File: src/rtl/can_irq_pkg.sv
package can_irq_pkg;

  localparam int CODE_W = 8;
  localparam int LEC_W  = 3;

  localparam logic [CODE_W-1:0] CODE_NONE = 8'h00;
  localparam logic [CODE_W-1:0] CODE_STAT = 8'h01;
  localparam logic [CODE_W-1:0] CODE_TOP  = 8'h02;

  // Code of message object k (1-based) in a bank of n objects.
  function automatic logic [CODE_W-1:0] obj_code(input int k, input int n);
    if (k == n) return CODE_TOP;
    return CODE_W'(k + 2);
  endfunction

endpackage

File: src/rtl/can_irq_stat_src.sv
module can_irq_stat_src
  import can_irq_pkg::*;
(
  input  logic             err_en,
  input  logic             stat_en,
  input  logic             bus_off,
  input  logic             warn_lvl,
  input  logic             rx_ok,
  input  logic             tx_ok,
  input  logic [LEC_W-1:0] last_err,
  output logic             stat_req
);

  logic err_hit;
  logic chg_hit;

  always_comb begin
    err_hit  = err_en  & (bus_off | warn_lvl);
    chg_hit  = stat_en & (rx_ok | tx_ok | (|last_err));
    stat_req = err_hit | chg_hit;
  end

endmodule

File: src/rtl/can_irq_obj_flags.sv
module can_irq_obj_flags #(
  parameter int NUM_OBJ = 15
) (
  input  logic               clk,
  input  logic               rst,
  input  logic [NUM_OBJ-1:0] txie,
  input  logic [NUM_OBJ-1:0] rxie,
  input  logic [NUM_OBJ-1:0] tx_done,
  input  logic [NUM_OBJ-1:0] rx_done,
  input  logic [NUM_OBJ-1:0] clr,
  output logic [NUM_OBJ-1:0] pnd
);

  for (genvar i = 0; i < NUM_OBJ; i++) begin : g_obj
    logic set_ev;
    logic flag_q;

    always_comb set_ev = (tx_done[i] & txie[i]) | (rx_done[i] & rxie[i]);

    always_ff @(posedge clk) begin
      if (rst)         flag_q <= 1'b0;
      else if (set_ev) flag_q <= 1'b1;   // a new event beats a clear
      else if (clr[i]) flag_q <= 1'b0;
    end

    assign pnd[i] = flag_q;
  end

endmodule

File: src/rtl/can_irq_prio.sv
module can_irq_prio
  import can_irq_pkg::*;
#(
  parameter int NUM_OBJ = 15
) (
  input  logic               stat_req,
  input  logic [NUM_OBJ-1:0] obj_pnd,
  output logic [CODE_W-1:0]  code
);

  always_comb begin
    code = CODE_NONE;
    // Lowest-ranked first, so later hits override earlier ones.
    for (int k = NUM_OBJ - 1; k >= 1; k--) begin
      if (obj_pnd[k-1]) code = obj_code(k, NUM_OBJ);
    end
    if (obj_pnd[NUM_OBJ-1]) code = CODE_TOP;
    if (stat_req)           code = CODE_STAT;
  end

endmodule

File: src/rtl/can_irq_arbiter.sv
module can_irq_arbiter
  import can_irq_pkg::*;
#(
  parameter int NUM_OBJ = 15
) (
  input  logic               clk,
  input  logic               rst,
  input  logic               glb_en,
  input  logic               err_en,
  input  logic               stat_en,
  input  logic               bus_off,
  input  logic               warn_lvl,
  input  logic               rx_ok,
  input  logic               tx_ok,
  input  logic [LEC_W-1:0]   last_err,
  input  logic [NUM_OBJ-1:0] obj_txie,
  input  logic [NUM_OBJ-1:0] obj_rxie,
  input  logic [NUM_OBJ-1:0] obj_tx_done,
  input  logic [NUM_OBJ-1:0] obj_rx_done,
  input  logic [NUM_OBJ-1:0] obj_pnd_clr,
  output logic [NUM_OBJ-1:0] obj_pnd,
  output logic               irq,
  output logic [CODE_W-1:0]  irq_code
);

  localparam int MAX_CODE = NUM_OBJ + 1;

  initial begin
    if (NUM_OBJ < 2 || MAX_CODE >= (1 << CODE_W))
      $error("can_irq_arbiter: NUM_OBJ out of range");
  end

  logic              stat_req;
  logic [CODE_W-1:0] code_d;

  can_irq_stat_src u_stat (
    .err_en   (err_en),
    .stat_en  (stat_en),
    .bus_off  (bus_off),
    .warn_lvl (warn_lvl),
    .rx_ok    (rx_ok),
    .tx_ok    (tx_ok),
    .last_err (last_err),
    .stat_req (stat_req)
  );

  can_irq_obj_flags #(.NUM_OBJ(NUM_OBJ)) u_flags (
    .clk     (clk),
    .rst     (rst),
    .txie    (obj_txie),
    .rxie    (obj_rxie),
    .tx_done (obj_tx_done),
    .rx_done (obj_rx_done),
    .clr     (obj_pnd_clr),
    .pnd     (obj_pnd)
  );

  can_irq_prio #(.NUM_OBJ(NUM_OBJ)) u_prio (
    .stat_req (stat_req),
    .obj_pnd  (obj_pnd),
    .code     (code_d)
  );

  always_ff @(posedge clk) begin
    if (rst) begin
      irq_code <= CODE_NONE;
      irq      <= 1'b0;
    end else begin
      irq_code <= code_d;
      irq      <= glb_en & (code_d != CODE_NONE);
    end
  end

endmodule

File: config.mk
export PLATFORM = sky130hd
export DESIGN_NAME = can_irq_arbiter
export DESIGN_NICKNAME = d
export VERILOG_FILES = /design/src/rtl/can_irq_pkg.sv /design/src/rtl/can_irq_stat_src.sv /design/src/rtl/can_irq_obj_flags.sv /design/src/rtl/can_irq_prio.sv /design/src/rtl/can_irq_arbiter.sv
export SDC_FILE = /design/constraint.sdc
export NUM_CORES = 1
export LEC_CHECK = 0
export BUFFER_PORTS_ARGS = -buffer_cell sky130_fd_sc_hd__buf_2
export CAP_MARGIN = 10
export CORE_ASPECT_RATIO = 0.5
export CORE_MARGIN = 2
export CORE_UTILIZATION = 31
export CTS_CLUSTER_SIZE = 8
export DETAILED_ROUTE_END_ITERATION = 12
export PLACE_DENSITY_LB_ADDON = 0.1
export SYNTH_ARGS = -nofsm -noshare
export SYNTH_HDL_FRONTEND = slang
export SYNTH_SLANG_ARGS = --single-unit
File: constraint.sdc
create_clock -name clk -period 1.4 [get_ports clk]
set_clock_uncertainty 0.1 [all_clocks]
set_input_delay 0.28 -clock clk [delete_from_list [all_inputs] [get_ports clk]]
set_output_delay 0.28 -clock clk [all_outputs]
set_load 0.02 [all_outputs]
==> run summary, run 1 <==
## Final layout
• 279 — fin cells
• 334 — number of fill cells in the layout
• 0 — count of inserted antenna diode cells
• 62.4% — fraction of final layout cells sized beyond drive strength 1
• 325 — nets@finish
• 1770 um^2 — cell area after layout
• 64.4% — Area growth, synth to finish

## Route
• 4.63 — vias per std cell
• 48 — Detailed Route Iter0 Violations
• 1380 um — routed length on met1
• 6 — DR pass1 iterations
• 0 — number of DRC violations after detailed routing
• 303 um — detailed route wirelength on metal3
• 3050 um — drt total wl
• 0 — number of nets with antenna violations after routing
• 10.9 um — average wire per cell in the routed design
• met3 — highest routed metal layer
• 1292 — overall via count from detail_route
• 1370 um — met2 routed WL

## Run
• 0 — max-capacitance violation count

## Logic synthesis
• 0 — number of flops mapped to enable cells by yosys
• 24 x sky130_fd_sc_hd__nor2_1, 21 x sky130_fd_sc_hd__dfxtp_1, 18 x sky130_fd_sc_hd__buf_4 — leading post-synthesis cells by instance count
• 21.2% — area fraction in compound gates after synthesis
• 28 — Unique masters post-synth
• 39.0% — area fraction of the dominant cell type after synthesis
• 0% — xor and xnor area share after synthesis
• sky130_fd_sc_hd__nor2_1 — most common cell in the netlist
• 8.43 um^2 — per-instance average area after synthesis
• 0 — Ys Warns
• 1080 um^2 — post-synth design cell area
• sky130_fd_sc_hd__dfxtp_1 39%, sky130_fd_sc_hd__buf_4 13%, sky130_fd_sc_hd__a222oi_1 12%, sky130_fd_sc_hd__nor2_1 8.4%, sky130_fd_sc_hd__inv_1 5.2% — top area cells in the synthesized netlist
• sky130_fd_sc_hd__dfxtp_1 — cell type with the largest total area after synthesis
• compound AO/OA/AOI/OAI gates — dominant combinational cell family by area after synthesis
• 39.0% — sequential-to-total area share from yosys stat
• sky130_fd_sc_hd__dfxtp_1 — Top FF cell, synth
• 128 — Post-Syn Instances
• 0% — share of synthesized area spent on multiplexers
• 0% — arithmetic-cell share of the synthesized area counting full adders, half adders and majority gates
• 21 — #FFs+latches synth
• 0% — proportion of synthesized flip-flops having asynchronous set or reset
• 19.5% — area fraction in and, or, nand and nor cells after synthesis

## Clock network
• 80 ps — Clk pin slew, worst setup/hold paths
• sky130_fd_sc_hd__clkbuf_8 — cell at the root of the clock tree
• built — clock tree from TritonCTS
• 3 — Num CTS Buffers
• 260 ps — worst-skew pair later-pin latency
• 2 — maximum clock insertion buffer count
• 1 — H-tree lvl count
• 21 — total clock sinks

## STA
• 723 MHz — Fmax achieved
• 0 — Max Transition Viols Final
• 0 ps — Total Neg Setup Slack
• 1380 ps — final critical path time including I/O delays and setup
• 147 ps — worst hold slack after final layout
• 0 — number of setup violations in the final report
• 0 — Hold Fails Final Rpt
• yes — setup repair after global routing missed its margin
• 98.8% — final worst path period share

## Power
• 0.954 nW — static power due to leakage
• 1.08 mW — cell-internal power
• 30.4% — portion of total power attributed to combinational logic
• 44.1% — share of total power in sequential cells
• 0.448 mW — switching power of the nets
• 25.5% — clock power share
• 861 nW/um^2 — areal power density over the cells
• 29.3% — Switching Fraction
• 0.000341 V — maximum VDD drop

## GRT
• 0 — antenna violations before repair
• 14.2% — combined global-route utilization of all metal layers
• 0 — total grt overflow
• 1106 — vias in the first global route
• 19 — pin count of the biggest net entering global routing
• 4450 um — wire length of the first global-routing pass

## Place
• 274 — # placed instances
• 1640 um^2 — Area after DPL
• 0.750 — routability cong.
• 107 — number of input and output port buffers inserted
• 2520 um — dpl hpwl

## Critical path
• buf_6, nor3_2, o31ai_2, a311oi_2, a31oi_1 — chain of cells forming the critical path
• 1440 ps — data required time at the worst endpoint
• flip-flop — CP Launch Type
• 5 — Critical Path Fanout Max
• flip-flop — Critical Path Sink Type
• 20 ps — reg-to-reg setup timing slack
• 1430 ps — data arrival time at the worst-slack endpoint
• 330 ps — longest individual stage delay on the worst path
• flip-flop to flip-flop — category of the most critical setup path
• sky130_fd_sc_hd__dfxtp_2 — Slowest cell on crit path

## Floorplan
• 31.9% — initial core utilization
• 3380 um^2 — core outline area
• 87.4 um — die boundary width
• 45.7 um — die height
• 4000 um^2 — Die Footprint
• 15 — number of rows created at floorplan
• 111 — I/O pin count

## Status
• finished, final reports clean — outcome

## Worst hold path
• primary input to flip-flop — Hold WC Path Type

[power by group through the flow]
| stage | logic, mW | clock network (mW) | registers [mW] |
|---|---|---|---|
| final | 0.464 | 0.389 | 0.674 |
| after global routing | 0.515 | 0.424 | 0.680 |
| after CTS | 0.440 | 0.409 | 0.670 |
| after detailed placement | 0.430 | 0 | 0.682 |
| after global placement | 0.423 | 0 | 0.681 |
| after floorplan | 0.235 | 0 | 0.693 |
[routing by layer]
metal  vias to the layer above  global-route usage [%]
li1                        655                       -
met1                       575                    17.7
met4                         0                   0.923
met5                         -                       0
met3                         0                    4.35
met2                        62                    25.9
[cells by family (layout without fill, tap and decap cells)]
kind of cell | after synthesis | count (layout)
flip-flops | 21 | 21
AND/OR/NAND/NOR | 43 | 43
buffers and inverters | 35 | 142
other | 1 | 3
AO/OA/AOI/OAI | 28 | 28
[flip-flops by register name, summed over array words and instances, names as in the netlist]
register / count
u_flags.g_obj.flag_q: 15
irq_code: 5
irq: 1
[layout make-up]
class	count	area, um^2	share of cell area [%]
Tap cell	42	52.6	2.96
Sequential cell	21	427	24.1
Inverter	15	56.3	3.18
Timing Repair Buffer	123	672	37.9
Clock buffer	3	41.3	2.33
Multi-Input combinational cell	74	519	29.3
Clock inverter	1	5.00	0.282
[path summary, 6_finish.rpt]
kind / startpoint / to / cells after the start
max reg2reg: u_flags.g_obj[8].flag_q / irq / 5
min: obj_txie[1] / u_flags.g_obj[1].flag_q / 3
max: u_flags.g_obj[8].flag_q / irq / 5
min reg2reg: u_flags.g_obj[13].flag_q / irq_code[4] / 2
[cell usage in the layout (no fill, tap or decap)]
master	instances
sky130_fd_sc_hd__nand2_1	4
sky130_fd_sc_hd__a222oi_1	13
sky130_fd_sc_hd__nor3b_2	1
sky130_fd_sc_hd__o21ai_1	2
sky130_fd_sc_hd__clkinv_2	1
sky130_fd_sc_hd__clkbuf_8	3
sky130_fd_sc_hd__nor3_2	2
sky130_fd_sc_hd__inv_1	15
sky130_fd_sc_hd__nor2b_1	1
sky130_fd_sc_hd__o31a_1	1
sky130_fd_sc_hd__dfxtp_1	16
sky130_fd_sc_hd__nor2_2	1
sky130_fd_sc_hd__nor2b_2	1
sky130_fd_sc_hd__nor2_1	22
sky130_fd_sc_hd__a31oi_1	1
sky130_fd_sc_hd__a211oi_2	1
sky130_fd_sc_hd__nor3_1	2
sky130_fd_sc_hd__nor2_4	1
sky130_fd_sc_hd__dfxtp_2	5
sky130_fd_sc_hd__o31ai_4	1
sky130_fd_sc_hd__o31ai_2	2
sky130_fd_sc_hd__or4_4	1
sky130_fd_sc_hd__a21oi_1	4
sky130_fd_sc_hd__nor4_2	2
sky130_fd_sc_hd__buf_4	15
sky130_fd_sc_hd__buf_6	3
sky130_fd_sc_hd__a311oi_2	1
sky130_fd_sc_hd__or4_1	1
sky130_fd_sc_hd__nand2b_1	2
sky130_fd_sc_hd__o21ai_0	2
sky130_fd_sc_hd__nand3_2	2
sky130_fd_sc_hd__conb_1	3
sky130_fd_sc_hd__buf_2	105
[critical path, delay by kind of cell, from the launching register on]
kind                   cells  cell delay (ps)
buffers and inverters      1              130
AOI/OAI and AO/OA          3              540
and+or+nand+nor            1              180
DFF                        1              330
[stage by stage]
stage / power (mW) / setup WS (ps) / util, %
floorplan: 0.928 / -58.9 / -
global placement: 1.10 / -224 / 48.6
detailed placement: 1.11 / -266 / 48.6
CTS: 1.52 / 4.59 / 50.4
global route: 1.62 / -95.3 / 52.5
finish: 1.53 / 17.0 / 52.5
[what timing repair did]
item                                    in CTS  in global routing
hold buffers                                 0                  0
buffers inserted                             0                  1
endpoints found under the setup margin       1                  4
pin swaps                                    4                  6
resized for setup                            3                 18
Power figures use the tool's default switching activity.
==> run 2: changes to the inputs <==
--- a/config.mk
+++ b/config.mk
@@ -9,10 +9,12 @@
 export CAP_MARGIN = 10
 export CORE_ASPECT_RATIO = 0.5
 export CORE_MARGIN = 2
-export CORE_UTILIZATION = 31
+export CORE_UTILIZATION = 33
 export CTS_CLUSTER_SIZE = 8
 export DETAILED_ROUTE_END_ITERATION = 12
 export PLACE_DENSITY_LB_ADDON = 0.1
+export RECOVER_POWER = 100
 export SYNTH_ARGS = -nofsm -noshare
 export SYNTH_HDL_FRONTEND = slang
+export SYNTH_HIERARCHICAL = 1
 export SYNTH_SLANG_ARGS = --single-unit
==> run 2 against run 1 <==
Synthesized cell count increased by 7.0%. Register-to-register slack worse by 190 ps. Critical path depth up 1. Critical path type unchanged. Via count is 1.6% higher. The flow now finishes with violations (negative setup slack). Routed wire length is 6.6% higher. Clock power rose by 19%. Area after synthesis increased by 11%.
==> run summary, run 2 <==
## Status
• finished, violations left — outcome
• negative setup slack — violated checks

## GRT
• 1133 — vias in the first global route, +2.4%
• 16.3% — combined global-route utilization of all metal layers, +2.1 points
• met2 — grt peak-use layer
• 27.3% — met2 track demand over resource, +1.4 points
• 21.0% — met1 Usage GRT, +3.3 points
• 4980 um — wire length of the first global-routing pass, +12%
• 0 — total grt overflow, unchanged
• 5.73% — met3 GRT Util, +1.4 points
• 0 — antenna violations before repair, unchanged
• 14 — pin count of the biggest net entering global routing, -5

## Logic synthesis
• 1200 um^2 — post-synth design cell area, +11%
• sky130_fd_sc_hd__dfxtp_1 — cell type with the largest total area after synthesis
• 40.0% — sequential-to-total area share from yosys stat, +0.98 points
• 40.0% — area fraction of the dominant cell type after synthesis, +0.98 points
• sky130_fd_sc_hd__dfxtp_1 40%, sky130_fd_sc_hd__buf_4 11%, sky130_fd_sc_hd__a22oi_1 8.7%, sky130_fd_sc_hd__nand2b_1 8.3%, sky130_fd_sc_hd__a21oi_1 7.1% — top area cells in the synthesized netlist
• 29 — Unique masters post-synth, +3.6%
• 6 — Ys Warns, +6
• 0 — number of flops mapped to enable cells by yosys, unchanged
• 24 x sky130_fd_sc_hd__dfxtp_1, 18 x sky130_fd_sc_hd__buf_4, 17 x sky130_fd_sc_hd__a21oi_1 — leading post-synthesis cells by instance count
• sky130_fd_sc_hd__dfxtp_1 — most common cell in the netlist
• 0% — proportion of synthesized flip-flops having asynchronous set or reset, unchanged
• 24 — #FFs+latches synth, +14%
• 137 — Post-Syn Instances, +7.0%
• sky130_fd_sc_hd__dfxtp_1 — Top FF cell, synth
• 8.78 um^2 — per-instance average area after synthesis, +4.2%

## Clock network
• sky130_fd_sc_hd__clkbuf_8 — cell at the root of the clock tree
• 0 — Post-CTS Hold Fix Bufs, unchanged
• 80 ps — Clk pin slew, worst setup/hold paths, about the same
• 3 — Num CTS Buffers, unchanged
• 2 — maximum clock insertion buffer count, unchanged
• 24 — total clock sinks, +14%
• 0 — post-CTS setup buffers, unchanged
• 1 — H-tree lvl count, unchanged
• built — clock tree from TritonCTS
• 260 ps — worst-skew pair later-pin latency, about the same

## STA
• -234 ps — Total Neg Setup Slack, -234 ps
• 1580 ps — final critical path time including I/O delays and setup, +193 ps
• 0 — Max Transition Viols Final, unchanged
• 113% — final worst path period share, +14 points
• 635 MHz — Fmax achieved, -12%
• yes — setup repair after global routing missed its margin
• 148 ps — worst hold slack after final layout, +1.55 ps
• 4 — number of setup violations in the final report, +4
• 0 — Hold Fails Final Rpt, unchanged
• -176 ps — fin worst setup slack, -193 ps

## Critical path
• u_flags/g_obj[8].flag_q — reg-to-reg startpoint
• irq — end of the worst register-to-register path
• 6 — number of cell instances on the worst register-to-register path, +1
• -180 ps — reg-to-reg setup timing slack, -190 ps
• 1450 ps — data required time at the worst endpoint, about the same
• flip-flop — Critical Path Sink Type
• flip-flop to flip-flop — category of the most critical setup path
• flip-flop — CP Launch Type
• 4 — Critical Path Fanout Max, -1
• 1620 ps — data arrival time at the worst-slack endpoint, +190 ps

## Worst hold path
• u_flags/g_obj[8].flag_q — worst hold path endpoint
• primary input to flip-flop — Hold WC Path Type
• obj_txie[8] — Worst Hold Launch
• 3 — number of stages on the worst hold path, unchanged

## Route
• 0 — number of DRC violations after detailed routing, unchanged
• 0 — number of nets with antenna violations after routing, unchanged
• 22 — Detailed Route Iter0 Violations, -54%
• 4.33 — vias per std cell, -6.4%
• 3 — DR pass1 iterations, -3
• 1313 — overall via count from detail_route, +1.6%
• 10.7 um — average wire per cell in the routed design, -1.8%
• 3260 um — drt total wl, +6.6%

## Power
• 0.000455 V — maximum VDD drop, +34%
• 874 nW/um^2 — areal power density over the cells, +1.4%
• 1.00 nW — static power due to leakage, +5.2%

## Floorplan
• 15 — number of rows created at floorplan, unchanged
• 4170 um^2 — Die Footprint, +4.4%
• 89.4 um — die boundary width, +2.2%
• 111 — I/O pin count, unchanged
• 34.8% — initial core utilization, +2.9 points
• 3450 um^2 — core outline area, +2.2%
• 46.7 um — die height, +2.1%

## Final layout
• 493 um^2 — register area, +16%
• sky130_fd_sc_hd__buf_2 — most common cell after layout, fill and taps aside
• u_flags/g_obj.flag_q — Most flops, register
• 109 x sky130_fd_sc_hd__buf_2, 17 x sky130_fd_sc_hd__a21oi_1, 17 x sky130_fd_sc_hd__buf_4 — commonest non-fill, non-tap cells in the layout
• 607 um^2 — multi-input logic area, +17%
• 355 — number of fill cells in the layout, +6.3%
• 15 — Largest register FFs, unchanged
• 0 — count of inserted antenna diode cells, unchanged
• u_flags/g_obj.flag_q: 15 flops, irq_code: 8 flops, irq: 1 flops — biggest registers after layout
• 340 — nets@finish, +4.6%
• 59.5% — fraction of final layout cells sized beyond drive strength 1, -2.9 points
• 61.2% — Area growth, synth to finish

## Run
• 0 — max-capacitance violation count, unchanged

## Place
• 2810 um — dpl hpwl, +11%
• 0.739 — routability cong., -1.5%
• 110 — number of input and output port buffers inserted, +2.8%

[run 2: timing repair]
item / in CTS / in global routing
pin swaps: 2 / 0
endpoints found under the setup margin: 5 / 11
resized for setup: 6 / 10
cloned: 0 / 0
hold endpoints to repair: 0 / 0
[run 2: cell families after synthesis]
group,after synthesis,share of synthesized area (%)
AO/OA/AOI/OAI,42,22.1
buffers and inverters,23,13.4
flip-flops,24,40.0
other,1,0.312
AND/OR/NAND/NOR,47,24.2
[run 2: area by class of cell]
type,instances,area share (%)
multi-input cells,92,31.3
flip-flops and latches,24,25.4
clock buffers,4,2.84
inverters,4,0.775
well taps,51,3.29
repair buffers,128,36.3
[run 2: worst max-delay path, stage by stage, from the launching register on]
cell,delay (ps)
sky130_fd_sc_hd__dfxtp_2,340
sky130_fd_sc_hd__nor2_1,110
sky130_fd_sc_hd__o21ai_1,110
sky130_fd_sc_hd__a2111oi_4,330
sky130_fd_sc_hd__o41ai_2,130
sky130_fd_sc_hd__nor4_2,250
sky130_fd_sc_hd__a21oi_1,90
[run 2: power by group]
group          leakage, nW  switching (mW)  internal [mW]
clock               0.0288           0.212          0.251
sequential           0.202          0.0449          0.731
combinational        0.774           0.205          0.250
[run 2: worst max-delay path by stage]
stage / from / to / slack [ps] / cells after the start
after global routing: u_flags/g_obj[8].flag_q / irq / -330 / 6
after global placement: tx_ok / irq / -250 / 7
after CTS: u_flags/g_obj[8].flag_q / irq / -160 / 6
after floorplan: u_flags/g_obj[8].flag_q / irq / -180 / 7
final: u_flags/g_obj[8].flag_q / irq / -180 / 6
after detailed placement: tx_ok / irq / -290 / 7
[run 2: through the flow]
| stage | utilization, % | std cells | total power [mW] | area, um^2 | setup slack, ps |
|---|---|---|---|---|---|
| 2_1_floorplan | - | 139 | 1.02 | 1220 | -184 |
| 3_3_place_gp | 53.0 | 299 | 1.21 | 1830 | -254 |
| 3_5_place_dp | 53.0 | 299 | 1.22 | 1830 | -292 |
| 4_1_cts | 55.1 | 303 | 1.69 | 1900 | -164 |
| 5_1_grt | 56.1 | 303 | 1.79 | 1940 | -333 |
| 6_report | 56.1 | 303 | 1.69 | 1940 | -176 |
[run 2: routing by layer]
metal / part of all wire [%] / wire, um
met2: 47 / 1520
met1: 45 / 1470
met4: 0.58 / 19
met5: 0 / 0
met3: 7.6 / 247
